==> src/rtl/spi_um_pkg.sv <==
package spi_um_pkg;
  localparam int DATA_W = 32;
  localparam int DIV_W  = 9;
  localparam int LEN_W  = 5;
  localparam int ADDR_W = 3;
  localparam int IDX_W  = $clog2(DATA_W);
  localparam int CNT_W  = $clog2(2 * DATA_W);
  localparam int WD_W   = 6 + LEN_W;

  localparam logic [ADDR_W-1:0] A_CTRL = 3'd0;
  localparam logic [ADDR_W-1:0] A_DIV  = 3'd1;
  localparam logic [ADDR_W-1:0] A_SSEL = 3'd2;
  localparam logic [ADDR_W-1:0] A_TX   = 3'd3;
  localparam logic [ADDR_W-1:0] A_RX   = 3'd4;
  localparam logic [ADDR_W-1:0] A_STAT = 3'd5;

  typedef enum logic [1:0] {ST_IDLE, ST_LEAD, ST_SHIFT, ST_TRAIL} phase_e;

  typedef struct packed {
    logic             cpol;
    logic             tx_fall;
    logic             rx_fall;
    logic             lsb_first;
    logic [LEN_W-1:0] width;
  } frame_cfg_t;
endpackage

==> src/rtl/spi_um_half_timer.sv <==
module spi_um_half_timer
  import spi_um_pkg::*;
#(
  parameter int DW = DIV_W
) (
  input  logic          clk_i,
  input  logic          rst_ni,
  input  logic          run_i,
  input  logic [DW-1:0] div_i,
  output logic          tick_o
);
  logic [DW-1:0] cnt_q;

  assign tick_o = run_i && (cnt_q == div_i);

  always_ff @(posedge clk_i or negedge rst_ni) begin
    if (!rst_ni)                cnt_q <= '0;
    else if (!run_i || tick_o)  cnt_q <= '0;
    else                        cnt_q <= cnt_q + 1'b1;
  end
endmodule

==> src/rtl/spi_um_shifter.sv <==
module spi_um_shifter
  import spi_um_pkg::*;
(
  input  logic              clk_i,
  input  logic              rst_ni,
  input  logic              start_i,
  input  frame_cfg_t        cfg_i,
  input  logic [DATA_W-1:0] tx_i,
  input  logic              tick_i,
  input  logic              miso_i,
  output logic              sclk_o,
  output logic              mosi_o,
  output logic              busy_o,
  output logic              done_o,
  output logic [DATA_W-1:0] rx_o
);
  phase_e            st_q;
  frame_cfg_t        cfg_q;
  logic [DATA_W-1:0] tx_q, rx_q;
  logic [CNT_W-1:0]  edge_q, txc_q, rxc_q;
  logic              sclk_q;
  logic [CNT_W-1:0]  nbits, last_edge;
  logic              rising, rx_edge, tx_edge;

  assign nbits     = (cfg_q.width == '0) ? CNT_W'(DATA_W) : CNT_W'(cfg_q.width);
  assign last_edge = CNT_W'({nbits, 1'b0} - (CNT_W+1)'(1));
  // edge parity against idle level tells rising from falling
  assign rising    = (edge_q[0] == cfg_q.cpol);
  assign rx_edge   = rising ^ cfg_q.rx_fall;
  assign tx_edge   = rising ^ cfg_q.tx_fall;

  function automatic logic [IDX_W-1:0] bit_idx(input logic [CNT_W-1:0] c);
    logic [CNT_W-1:0] r;
    r = cfg_q.lsb_first ? c : nbits + ~c;
    return r[IDX_W-1:0];
  endfunction

  assign mosi_o = (st_q != ST_IDLE) && tx_q[bit_idx(txc_q)];
  assign busy_o = (st_q != ST_IDLE);
  assign done_o = (st_q == ST_TRAIL) && tick_i;
  assign sclk_o = sclk_q;
  assign rx_o   = rx_q;

  always_ff @(posedge clk_i or negedge rst_ni) begin
    if (!rst_ni) begin
      st_q   <= ST_IDLE;
      cfg_q  <= '0;
      tx_q   <= '0;
      rx_q   <= '0;
      edge_q <= '0;
      txc_q  <= '0;
      rxc_q  <= '0;
      sclk_q <= 1'b0;
    end else begin
      unique case (st_q)
        ST_IDLE: begin
          sclk_q <= cfg_i.cpol;
          if (start_i) begin
            cfg_q  <= cfg_i;
            tx_q   <= tx_i;
            rx_q   <= '0;
            edge_q <= '0;
            txc_q  <= '0;
            rxc_q  <= '0;
            st_q   <= ST_LEAD;
          end
        end
        ST_LEAD: if (tick_i) st_q <= ST_SHIFT;
        ST_SHIFT: if (tick_i) begin
          sclk_q <= ~sclk_q;
          edge_q <= edge_q + 1'b1;
          if (rx_edge) begin
            rx_q[bit_idx(rxc_q)] <= miso_i;
            rxc_q <= rxc_q + 1'b1;
          end
          // first bit is pre-driven in lead; a lone drive edge first must not skip it
          if (tx_edge && !(edge_q == '0 && !rx_edge)) txc_q <= txc_q + 1'b1;
          if (edge_q == last_edge) st_q <= ST_TRAIL;
        end
        ST_TRAIL: if (tick_i) st_q <= ST_IDLE;
        default: st_q <= ST_IDLE;
      endcase
    end
  end
endmodule

==> src/rtl/spi_um_regs.sv <==
module spi_um_regs
  import spi_um_pkg::*;
(
  input  logic              clk_i,
  input  logic              rst_ni,
  input  logic [ADDR_W-1:0] addr_i,
  input  logic              wr_en_i,
  input  logic [WD_W-1:0]   wd_i,
  input  logic              busy_i,
  input  logic              done_i,
  input  logic [DATA_W-1:0] rx_i,
  output logic [DATA_W-1:0] rdata_o,
  output frame_cfg_t        cfg_o,
  output logic [DIV_W-1:0]  div_o,
  output logic              en_o,
  output logic              ss_on_o,
  output logic              ss_pol_o,
  output logic              ss_auto_o,
  output logic              start_o,
  output logic              flag_o,
  output logic              irq_o
);
  logic              en_q, irq_en_q, ss_on_q, ss_pol_q, ss_auto_q, flag_q;
  frame_cfg_t        cfg_q;
  logic [DIV_W-1:0]  div_q;
  logic [DATA_W-1:0] rx_q;
  logic              wr_ctrl, wr_div, wr_ssel, wr_stat;

  assign wr_ctrl = wr_en_i && (addr_i == A_CTRL);
  assign wr_div  = wr_en_i && (addr_i == A_DIV);
  assign wr_ssel = wr_en_i && (addr_i == A_SSEL);
  assign wr_stat = wr_en_i && (addr_i == A_STAT);
  assign start_o = wr_en_i && (addr_i == A_TX) && en_q && !busy_i;

  always_ff @(posedge clk_i or negedge rst_ni) begin
    if (!rst_ni) begin
      en_q      <= 1'b0;
      irq_en_q  <= 1'b0;
      cfg_q     <= '{cpol: 1'b0, tx_fall: 1'b0, rx_fall: 1'b0, lsb_first: 1'b0, width: LEN_W'(8)};
      div_q     <= '0;
      ss_on_q   <= 1'b0;
      ss_pol_q  <= 1'b0;
      ss_auto_q <= 1'b0;
      rx_q      <= '0;
      flag_q    <= 1'b0;
    end else begin
      if (wr_ctrl) begin
        en_q            <= wd_i[0];
        cfg_q.cpol      <= wd_i[1];
        cfg_q.tx_fall   <= wd_i[2];
        cfg_q.rx_fall   <= wd_i[3];
        cfg_q.lsb_first <= wd_i[4];
        irq_en_q        <= wd_i[5];
        cfg_q.width     <= wd_i[6 +: LEN_W];
      end
      if (wr_div) div_q <= wd_i[DIV_W-1:0];
      if (wr_ssel) begin
        ss_on_q   <= wd_i[0];
        ss_pol_q  <= wd_i[1];
        ss_auto_q <= wd_i[2];
      end
      if (done_i) rx_q <= rx_i;
      if (done_i)                  flag_q <= 1'b1;
      else if (wr_stat && wd_i[0]) flag_q <= 1'b0;
    end
  end

  always_comb begin
    rdata_o = '0;
    unique case (addr_i)
      A_CTRL: begin
        rdata_o[0]            = en_q;
        rdata_o[1]            = cfg_q.cpol;
        rdata_o[2]            = cfg_q.tx_fall;
        rdata_o[3]            = cfg_q.rx_fall;
        rdata_o[4]            = cfg_q.lsb_first;
        rdata_o[5]            = irq_en_q;
        rdata_o[6 +: LEN_W]   = cfg_q.width;
      end
      A_DIV:  rdata_o[DIV_W-1:0] = div_q;
      A_SSEL: rdata_o[2:0] = {ss_auto_q, ss_pol_q, ss_on_q};
      A_RX:   rdata_o = rx_q;
      A_STAT: rdata_o[1:0] = {busy_i, flag_q};
      default: rdata_o = '0;
    endcase
  end

  assign cfg_o     = cfg_q;
  assign div_o     = div_q;
  assign en_o      = en_q;
  assign ss_on_o   = ss_on_q;
  assign ss_pol_o  = ss_pol_q;
  assign ss_auto_o = ss_auto_q;
  assign flag_o    = flag_q;
  assign irq_o     = flag_q && irq_en_q;
endmodule

==> src/rtl/spi_unit_master.sv <==
module spi_unit_master
  import spi_um_pkg::*;
(
  input  logic              clk_i,
  input  logic              rst_ni,
  input  logic [ADDR_W-1:0] addr_i,
  input  logic              wr_en_i,
  input  logic [DATA_W-1:0] wdata_i,
  output logic [DATA_W-1:0] rdata_o,
  output logic              sclk_o,
  output logic              mosi_o,
  input  logic              miso_i,
  output logic              ss_o,
  output logic              irq_o
);
  frame_cfg_t        cfg_w;
  logic [DIV_W-1:0]  div_w;
  logic              en_w, ss_on_w, ss_pol_w, ss_auto_w, start_w, flag_w;
  logic              busy_w, done_w, tick_w, ss_act_w;
  logic [DATA_W-1:0] rx_w;

  spi_um_regs u_regs (
    .clk_i, .rst_ni, .addr_i, .wr_en_i,
    .wd_i      (wdata_i[WD_W-1:0]),
    .busy_i    (busy_w),
    .done_i    (done_w),
    .rx_i      (rx_w),
    .rdata_o,
    .cfg_o     (cfg_w),
    .div_o     (div_w),
    .en_o      (en_w),
    .ss_on_o   (ss_on_w),
    .ss_pol_o  (ss_pol_w),
    .ss_auto_o (ss_auto_w),
    .start_o   (start_w),
    .flag_o    (flag_w),
    .irq_o
  );

  spi_um_half_timer #(.DW(DIV_W)) u_timer (
    .clk_i, .rst_ni,
    .run_i  (busy_w),
    .div_i  (div_w),
    .tick_o (tick_w)
  );

  spi_um_shifter u_core (
    .clk_i, .rst_ni,
    .start_i (start_w),
    .cfg_i   (cfg_w),
    .tx_i    (wdata_i),
    .tick_i  (tick_w),
    .miso_i,
    .sclk_o,
    .mosi_o,
    .busy_o  (busy_w),
    .done_o  (done_w),
    .rx_o    (rx_w)
  );

  assign ss_act_w = ss_auto_w ? busy_w : ss_on_w;
  assign ss_o     = ss_pol_w ? ss_act_w : ~ss_act_w;
endmodule

==> config.mk <==
export PLATFORM = sky130hd
export DESIGN_NAME = spi_unit_master
export DESIGN_NICKNAME = d
export VERILOG_FILES = /design/src/rtl/spi_um_pkg.sv /design/src/rtl/spi_um_half_timer.sv /design/src/rtl/spi_um_shifter.sv /design/src/rtl/spi_um_regs.sv /design/src/rtl/spi_unit_master.sv
export SDC_FILE = /design/constraint.sdc
export NUM_CORES = 1
export LEC_CHECK = 0
export ABC_CLOCK_PERIOD_IN_PS = 4800
export BUFFER_PORTS_ARGS = -buffer_cell sky130_fd_sc_hd__buf_2
export CORE_MARGIN = 5
export CORE_UTILIZATION = 62
export CTS_BUF_LIST = sky130_fd_sc_hd__clkbuf_4
export CTS_CLUSTER_DIAMETER = 60
export DETAILED_ROUTE_END_ITERATION = 10
export PLACE_DENSITY = 0.88
export SETUP_SLACK_MARGIN = 0.05
export SYNTH_ARGS = -nofsm -noshare
export SYNTH_HDL_FRONTEND = slang
export SYNTH_SLANG_ARGS = --single-unit
==> constraint.sdc <==
create_clock -name clk_i -period 4.8 [get_ports clk_i]
set_clock_uncertainty 0.2 [all_clocks]
set_input_delay 0.48 -clock clk_i [delete_from_list [all_inputs] [get_ports clk_i]]
set_output_delay 0.48 -clock clk_i [all_outputs]
set_load 0.02 [all_outputs]
==> Yosys cells after proc, flatten, opt, wreduce, memory -nomap -nowiden <==
Cells that the tools add are included.
{ "totals": {"out_inout_bits": 36, "reg_bits": 159} }
{ "op_classes": {"mux": 39, "n_lt_le_gt_ge": 3, "n_reduce_logical": 32, "eq_ne": 18, "bitwise": 6, "add_sub_neg": 7} }
{ "op_table": {"columns": ["operator", "n"], "rows": [
  ["2-to-1 mux 32 bit", 3],
  ["case mux 32 bit (2 select lines)", 1],
  ["2-to-1 mux 6 bit", 6],
  ["case mux 6 bit (2 select lines)", 3],
  ["bitwise mux 32 bit", 1],
  ["2-to-1 mux 21 bit", 1],
  ["adder 6 x 1 -> 6 bit (second input constant)", 3],
  ["case mux 6 bit (3 select lines)", 1],
  ["logical AND 1 bit", 15],
  ["2-to-1 mux 5 bit", 3],
  ["less-than comparator 5 x 6 -> 1 bit (second input constant)", 2],
  ["!= test 2 x 1 -> 1 bit (second input constant)", 6],
  ["adder 5 bit", 2],
  ["2-to-1 mux 2 bit", 5],
  ["inverter 5 bit", 2],
  ["case mux 2 bit (5 select lines)", 1],
  ["adder 9 x 1 -> 9 bit (second input constant)", 1],
  ["== test 9 bit", 1],
  ["2-to-1 mux 9 bit", 1],
  ["case mux 2 bit (4 select lines)", 1],
  ["AND reduction 4 bit", 2],
  ["2-to-1 mux 1 bit", 7],
  ["== test 3 x 2 -> 1 bit (second input constant)", 2],
  ["== test 3 bit (second input constant)", 2],
  ["25 further kinds", 33]
]} }

==> Depth between registers and ports, before layout <==
{ "logic_depth": {"depth_word": 12, "depth_mapped": 12} }

==> Hierarchy <==
A second synthesis with hierarchy kept.
{ "unflattened": {"cells_unflattened": 731, "area_unflattened_um2": 8395.6} }
{ "by_module_without_submodules": {"columns": ["module", "seq_area_each_um2", "area_each_um2", "instances", "cells_per_inst"], "rows": [
  ["spi_um_shifter", 2302.2, 5231.3, 1, 477],
  ["spi_um_regs", 1402.6, 2630.0, 1, 200],
  ["spi_um_half_timer", 225.2, 515.5, 1, 52],
  ["spi_unit_master", 0.0, 18.8, 1, 2]
]} }

==> Least setup slack after synthesis <==
Ideal clock, no wire load.
{ "synth_timing": {"path_kind": "register to register", "from": "register u_core.rxc_q[0]", "to": "register u_core.rx_q[7] (netlist: u_core.rx_o[7])", "stages_incl_launch_ff": 13, "arrival_time_ns": 2.695, "t_required_ns": 4.464, "slack_ns": 1.769, "period_less_slack_ns": 3.031, "n_path_buf": 2, "path_cell_list": "dfrtp_1 > inv_1 > ha_1 > inv_1 > fa_1 > nand3b_1 > a211o_1 > and3_4 > buf_6 > or3b_1 > buf_2 > o311ai_1 > o41ai_1"} }
{ "synth_between": {"elab_chain_cells": 11, "elab_cells_between_ends": 12, "cone_classes": "1 x add/sub; 2 x order compare; 7 x mux; 1 x bitwise; 1 x reduce/logical"} }
{ "synth_rtl": {"columns": ["element", "line_no", "rtl"], "rows": [
  ["from (decl)", "spi_um_shifter.sv:20", "logic [CNT_W-1:0] edge_q, txc_q, rxc_q;"],
  ["from (signal assigned)", "spi_um_shifter.sv:74", "rxc_q <= rxc_q + 1'b1;"],
  ["inverter 5 bit", "spi_um_shifter.sv:34", "r = cfg_q.lsb_first ? c : nbits + ~c;"],
  ["adder 5 bit", "spi_um_shifter.sv:34", null],
  ["2-to-1 mux 5 bit *", "spi_um_shifter.sv:34", null],
  ["less-than comparator 5 x 6 -> 1 bit (not written as such) or >= comparator 5 x 1 -> 1 bit (tied branches)", "spi_um_shifter.sv:73", "rx_q[bit_idx(rxc_q)] <= miso_i;"],
  ["logical AND 1 bit (not written as such)", "spi_um_shifter.sv:73", null],
  ["2-to-1 mux 1 bit (not written as such)", "spi_um_shifter.sv:73", null],
  ["demux 1 bit (select 5 bit) *", null, null],
  ["bitwise mux 32 bit *", "spi_um_shifter.sv:73", null],
  ["2-to-1 mux 32 bit *", "spi_um_shifter.sv:72", "if (rx_edge) begin"],
  ["2-to-1 mux 32 bit *", "spi_um_shifter.sv:69", "ST_SHIFT: if (tick_i) begin"],
  ["case mux 32 bit (2 select lines) *", "spi_um_shifter.sv:55", "unique case (st_q)"],
  ["to (signal, indexed assignment)", "spi_um_shifter.sv:73", null],
  ["to (decl)", "spi_um_shifter.sv:19", "logic [DATA_W-1:0] tx_q, rx_q;"]
]} }
Mark *: on every way between the ends. The rest lies on a longest branch, timed or not. The select of a mux whose other input is x is not followed.
A chain may end at the register's enable or synchronous reset.

==> Final worst setup path <==
{ "layout_timing": {"from": "register u_core.cfg_q[5] (netlist name)", "to": "output port mosi_o"} }
{ "layout_between": {"elab_chain_cells": 4} }
{ "layout_rtl": {"columns": ["element", "line_no", "rtl"], "rows": [
  ["from (decl)", "spi_um_shifter.sv:18", "frame_cfg_t cfg_q;"],
  ["from (signal assigned)", "spi_um_shifter.sv:59", "cfg_q <= cfg_i;"],
  ["2-to-1 mux 5 bit", "spi_um_shifter.sv:34", null],
  ["binary-select mux 1 bit (select 5 bit)", "spi_um_shifter.sv:38", "assign mosi_o = (st_q != ST_IDLE) && tx_q[bit_idx(txc_q)];"],
  ["2-to-1 mux 1 bit (not written as such)", "spi_um_shifter.sv:38", null],
  ["logical AND 1 bit", "spi_um_shifter.sv:38", null],
  ["to (decl)", "spi_unit_master.sv:11", "output logic mosi_o,"]
]} }
No other way between the ends. The select of a mux whose other input is x is not followed.

==> results.cfg <==
[timing]
fin_crit_ns = 4.13
finalHoldViolCount = 0
period_share_pct = 86.0
tightest_slew_ns = 1.24
slew_viol_final = 0
clock.fmax_mhz = 242
max_slew_margin_pct = 17.1
fin_tns_setup_ns = 0
setup_violations = 0
rsz0062_at_grt = false

[setup_path]
start_kind = flip-flop
crit_chain = mux2i_1 -> nand2_1 -> a32oi_1 -> a31oi_1 -> a21oi_1 -> o211a_1 -> buf_2
path_buf_inv = 1
cp-end-kind = primary output
critPathMaxFanout = 31
worst_ep_arrival_time_ns = 3.45
crit_type = reg -> out
cp_top_family = flip-flops
ff2ff_setup_slack_ns = 1.39
cp_slowest_stage_delay_ns = 1.00
slowest_stage = dfrtp_1
critical_path_required_ns = 4.12

[synthesis]
yosys_register_bits = 157
syn_nets = 814
syn-instance-count = 753
seq_area_frac_synth_pct = 46.8
ys_warn_count = 0
synth_flop_cell = dfrtp_1
synth-edff-count = 0
synth_area_um2 = 8390
syn_avg_cell_area_um2 = 11.1
synth_cell_types = 69
async_flop_share_pct = 100

[grt]
met3_usage_pct = 5.88
grt_pass1_wl_um = 34900
grtUsageMet1_pct = 34.9
grtUsageTotal_pct = 26.9
antenna_found_initial = 1
top_usage_layer = met2
grt_max_degree = 119
grt_pass1_vias = 6695
grt-ovfl-total = 0
grt_util_met2_pct = 43.9

[finish]
syn_to_final_growth_pct = 13.9
final_net_count = 898
num-fill-cells = 846
final-seq-area_um2 = 3930
multi_input_area_um2 = 4180
final_util_pct = 72.2
drive_gt1_share_pct = 26.4

[routing]
drt-initial-drc-count = 691
wire_per_inst_um = 20.1
drt-total-wl_um = 20700
first_pass_iters = 5
num_vias = 6527
routed_via_density = 6.36
drcViolationCount = 0
ant_nets = 0

[floorplan]
core-area_um2 = 13200
rows = 42
start_util_pct = 63.4
io_pins = 75
die-area_um2 = 16000
die_w_um = 126
die_y_um = 126

[power]
p_seq_share_pct = 38.3
power.internal_mw = 2.90
leakagePower_nw = 4.37
switching_share_pct = 40.9
power_density_nw_per_um2 = 514
vdd_drop_max_v = 0.000339
power.switching_mw = 2.01
combPwrFrac_pct = 41.1
clock_power_share_pct = 20.6

[clock_network]
htreeDepth = 4
clkSinkCount = 157
cts_max_path_buffers = 2
cts_made_buffers = 17
root_buffer = clkbuf_4
insertion_delay_ns = 0.58
cts_tree = built
cts_setup_buffers = 0
clk_pin_slew_ns = 0.14

[placed_design]
hpwl_um = 13200
portBuffers = 74
place.gp.congestion = 0.897

[status]
status = complete, no violations

[worst_hold_path]
hold_path.class = in -> reg

[run]
max_cap_violations = 0
## metal layers
metal,part of all wire (%),vias up
met2,50,299
met1,41,3238
met4,3.2,0
met3,6.3,68
met5,0,-
li1,-,2922
## registers in the layout, summed over array words and instances, names as in the netlist, 2 cells and up
signal	cells
u_core.txc_q	5
u_core.cfg_q	9
u_core.st_q	2
u_regs.cfg_o	9
u_core.rx_o	32
u_core.rxc_q	5
u_regs.div_o	9
u_regs.rx_q	32
u_core.tx_q	32
u_timer.cnt_q	9
u_core.edge_q	6
## cells in the mapped netlist (5+ instances only)
cell type / instances / area, µm²
dfrtp_1: 156 / 3900
mux2_2: 78 / 878
nand2_1: 60 / 225
nor2_1: 41 / 154
clkbuf_1: 28 / 105
mux2i_1: 26 / 260
and2_1: 24 / 150
nand3_1: 23 / 115
xnor2_1: 22 / 193
inv_1: 21 / 78.8
ha_1: 20 / 250
a21oi_1: 18 / 90.1
o41ai_1: 18 / 158
mux2_1: 17 / 191
o311ai_1: 17 / 149
buf_2: 15 / 75.1
o21ai_0: 15 / 75.1
xor2_1: 14 / 123
o211ai_1: 12 / 90.1
a31oi_1: 8 / 50.1
nor4b_2: 8 / 120
or4_1: 8 / 60.1
and3_1: 7 / 43.8
o21ai_1: 7 / 35.0
nor3_1: 6 / 30.0
a32oi_1: 5 / 43.8
nand4_1: 5 / 31.3
## cell type report
type / count / area share [%]
Antenna cell: 1 / 0.0262
Clock buffer: 17 / 1.34
Clock inverter: 15 / 2.53
Inverter: 21 / 0.825
Multi-Input combinational cell: 524 / 43.8
Sequential cell: 157 / 41.1
Tap cell: 176 / 2.30
Timing Repair Buffer: 116 / 8.08
## path summary, 6_finish.rpt
path	from	to	cells past startpoint
worst max register to register	u_core.rxc_q[0]	u_core.rx_o[9]	10
worst min-delay path	wdata_i[0]	u_regs.en_o	2
worst min register to register	u_regs.rx_q[19]	u_regs.rx_q[19]	1
max in group asynchronous	rst_ni	u_regs.rx_q[17]	3
worst max-delay path	u_core.cfg_q[5]	mosi_o	7
min in group asynchronous	rst_ni	u_core.tx_q[28]	2
## timing repair
item	CTS	global route
setup endpoints to repair	0	0
resized for setup	0	0
hold buffers	32	0
endpoints found under the hold margin	165	0
## metrics by stage
| stage | instances | hold WS [ns] | total power, mW | setup WS (ns) | instance area, µm² |
|---|---|---|---|---|---|
| after floorplan | 753 | -0.0156 | 3.26 | 1.77 | 8390 |
| after global placement | 962 | 0.267 | 3.64 | 1.61 | 8860 |
| after detailed placement | 962 | 0.277 | 3.77 | 1.48 | 8860 |
| after CTS | 1026 | 0.0107 | 4.80 | 0.827 | 9550 |
| after global routing | 1027 | 0.0201 | 5.17 | 0.493 | 9560 |
| final | 1027 | 0.0541 | 4.91 | 0.673 | 9560 |
## cells in the final DEF, fill, tap and decap left out, types with 3 or more instances in the layout
cell and count:
buf_2 73, nand4_1 5, buf_4 10, and3_1 7
mux2_1 17, xnor2_1 22, and2_1 24, nand3_1 23
inv_6 3, o21ai_1 7, o311ai_1 17, clkbuf_4 17
dlygate4sd3_1 32, or3_1 4, o41ai_1 18, bufinv_16 6
xor2_1 14, o21ai_2 3, or4_1 8, o211ai_1 12
mux2i_1 26, mux2_2 78, a21oi_1 18, a31oi_1 7
dfrtp_1 156, nor3_1 6, nand2_1 60, a32oi_1 5
clkinv_2 3, nand2b_1 3, nor4b_2 9, mux4_2 3
inv_1 21, nor2b_1 4, o32ai_1 3, ha_1 20
o21ai_0 15, nor2_1 41
## kinds of logic (layout without fill, tap and decap cells)
logic type      count (synthesis)  in the layout  share of synthesized area [%]
mux                           124            124                           16.7
buf+inv                        72            169                           3.71
other cells                     0              1                              0
simple gates                  215            215                           14.1
flops                         157            157                           46.8
compound gates                126            126                           11.2
xor+xnor                       37             37                           4.04
fa+ha+maj                      22             22                           3.46
## power groups by stage
stage / combinational [mW] / clock [mW] / sequential (mW)
4_1_cts: 1.94 / 1.01 / 1.86
3_3_place_gp: 1.78 / 0 / 1.86
3_5_place_dp: 1.89 / 0 / 1.88
2_1_floorplan: 1.49 / 0 / 1.77
5_1_grt: 2.18 / 1.08 / 1.91
6_report: 2.02 / 1.01 / 1.88
Power figures use the tool's default switching activity.
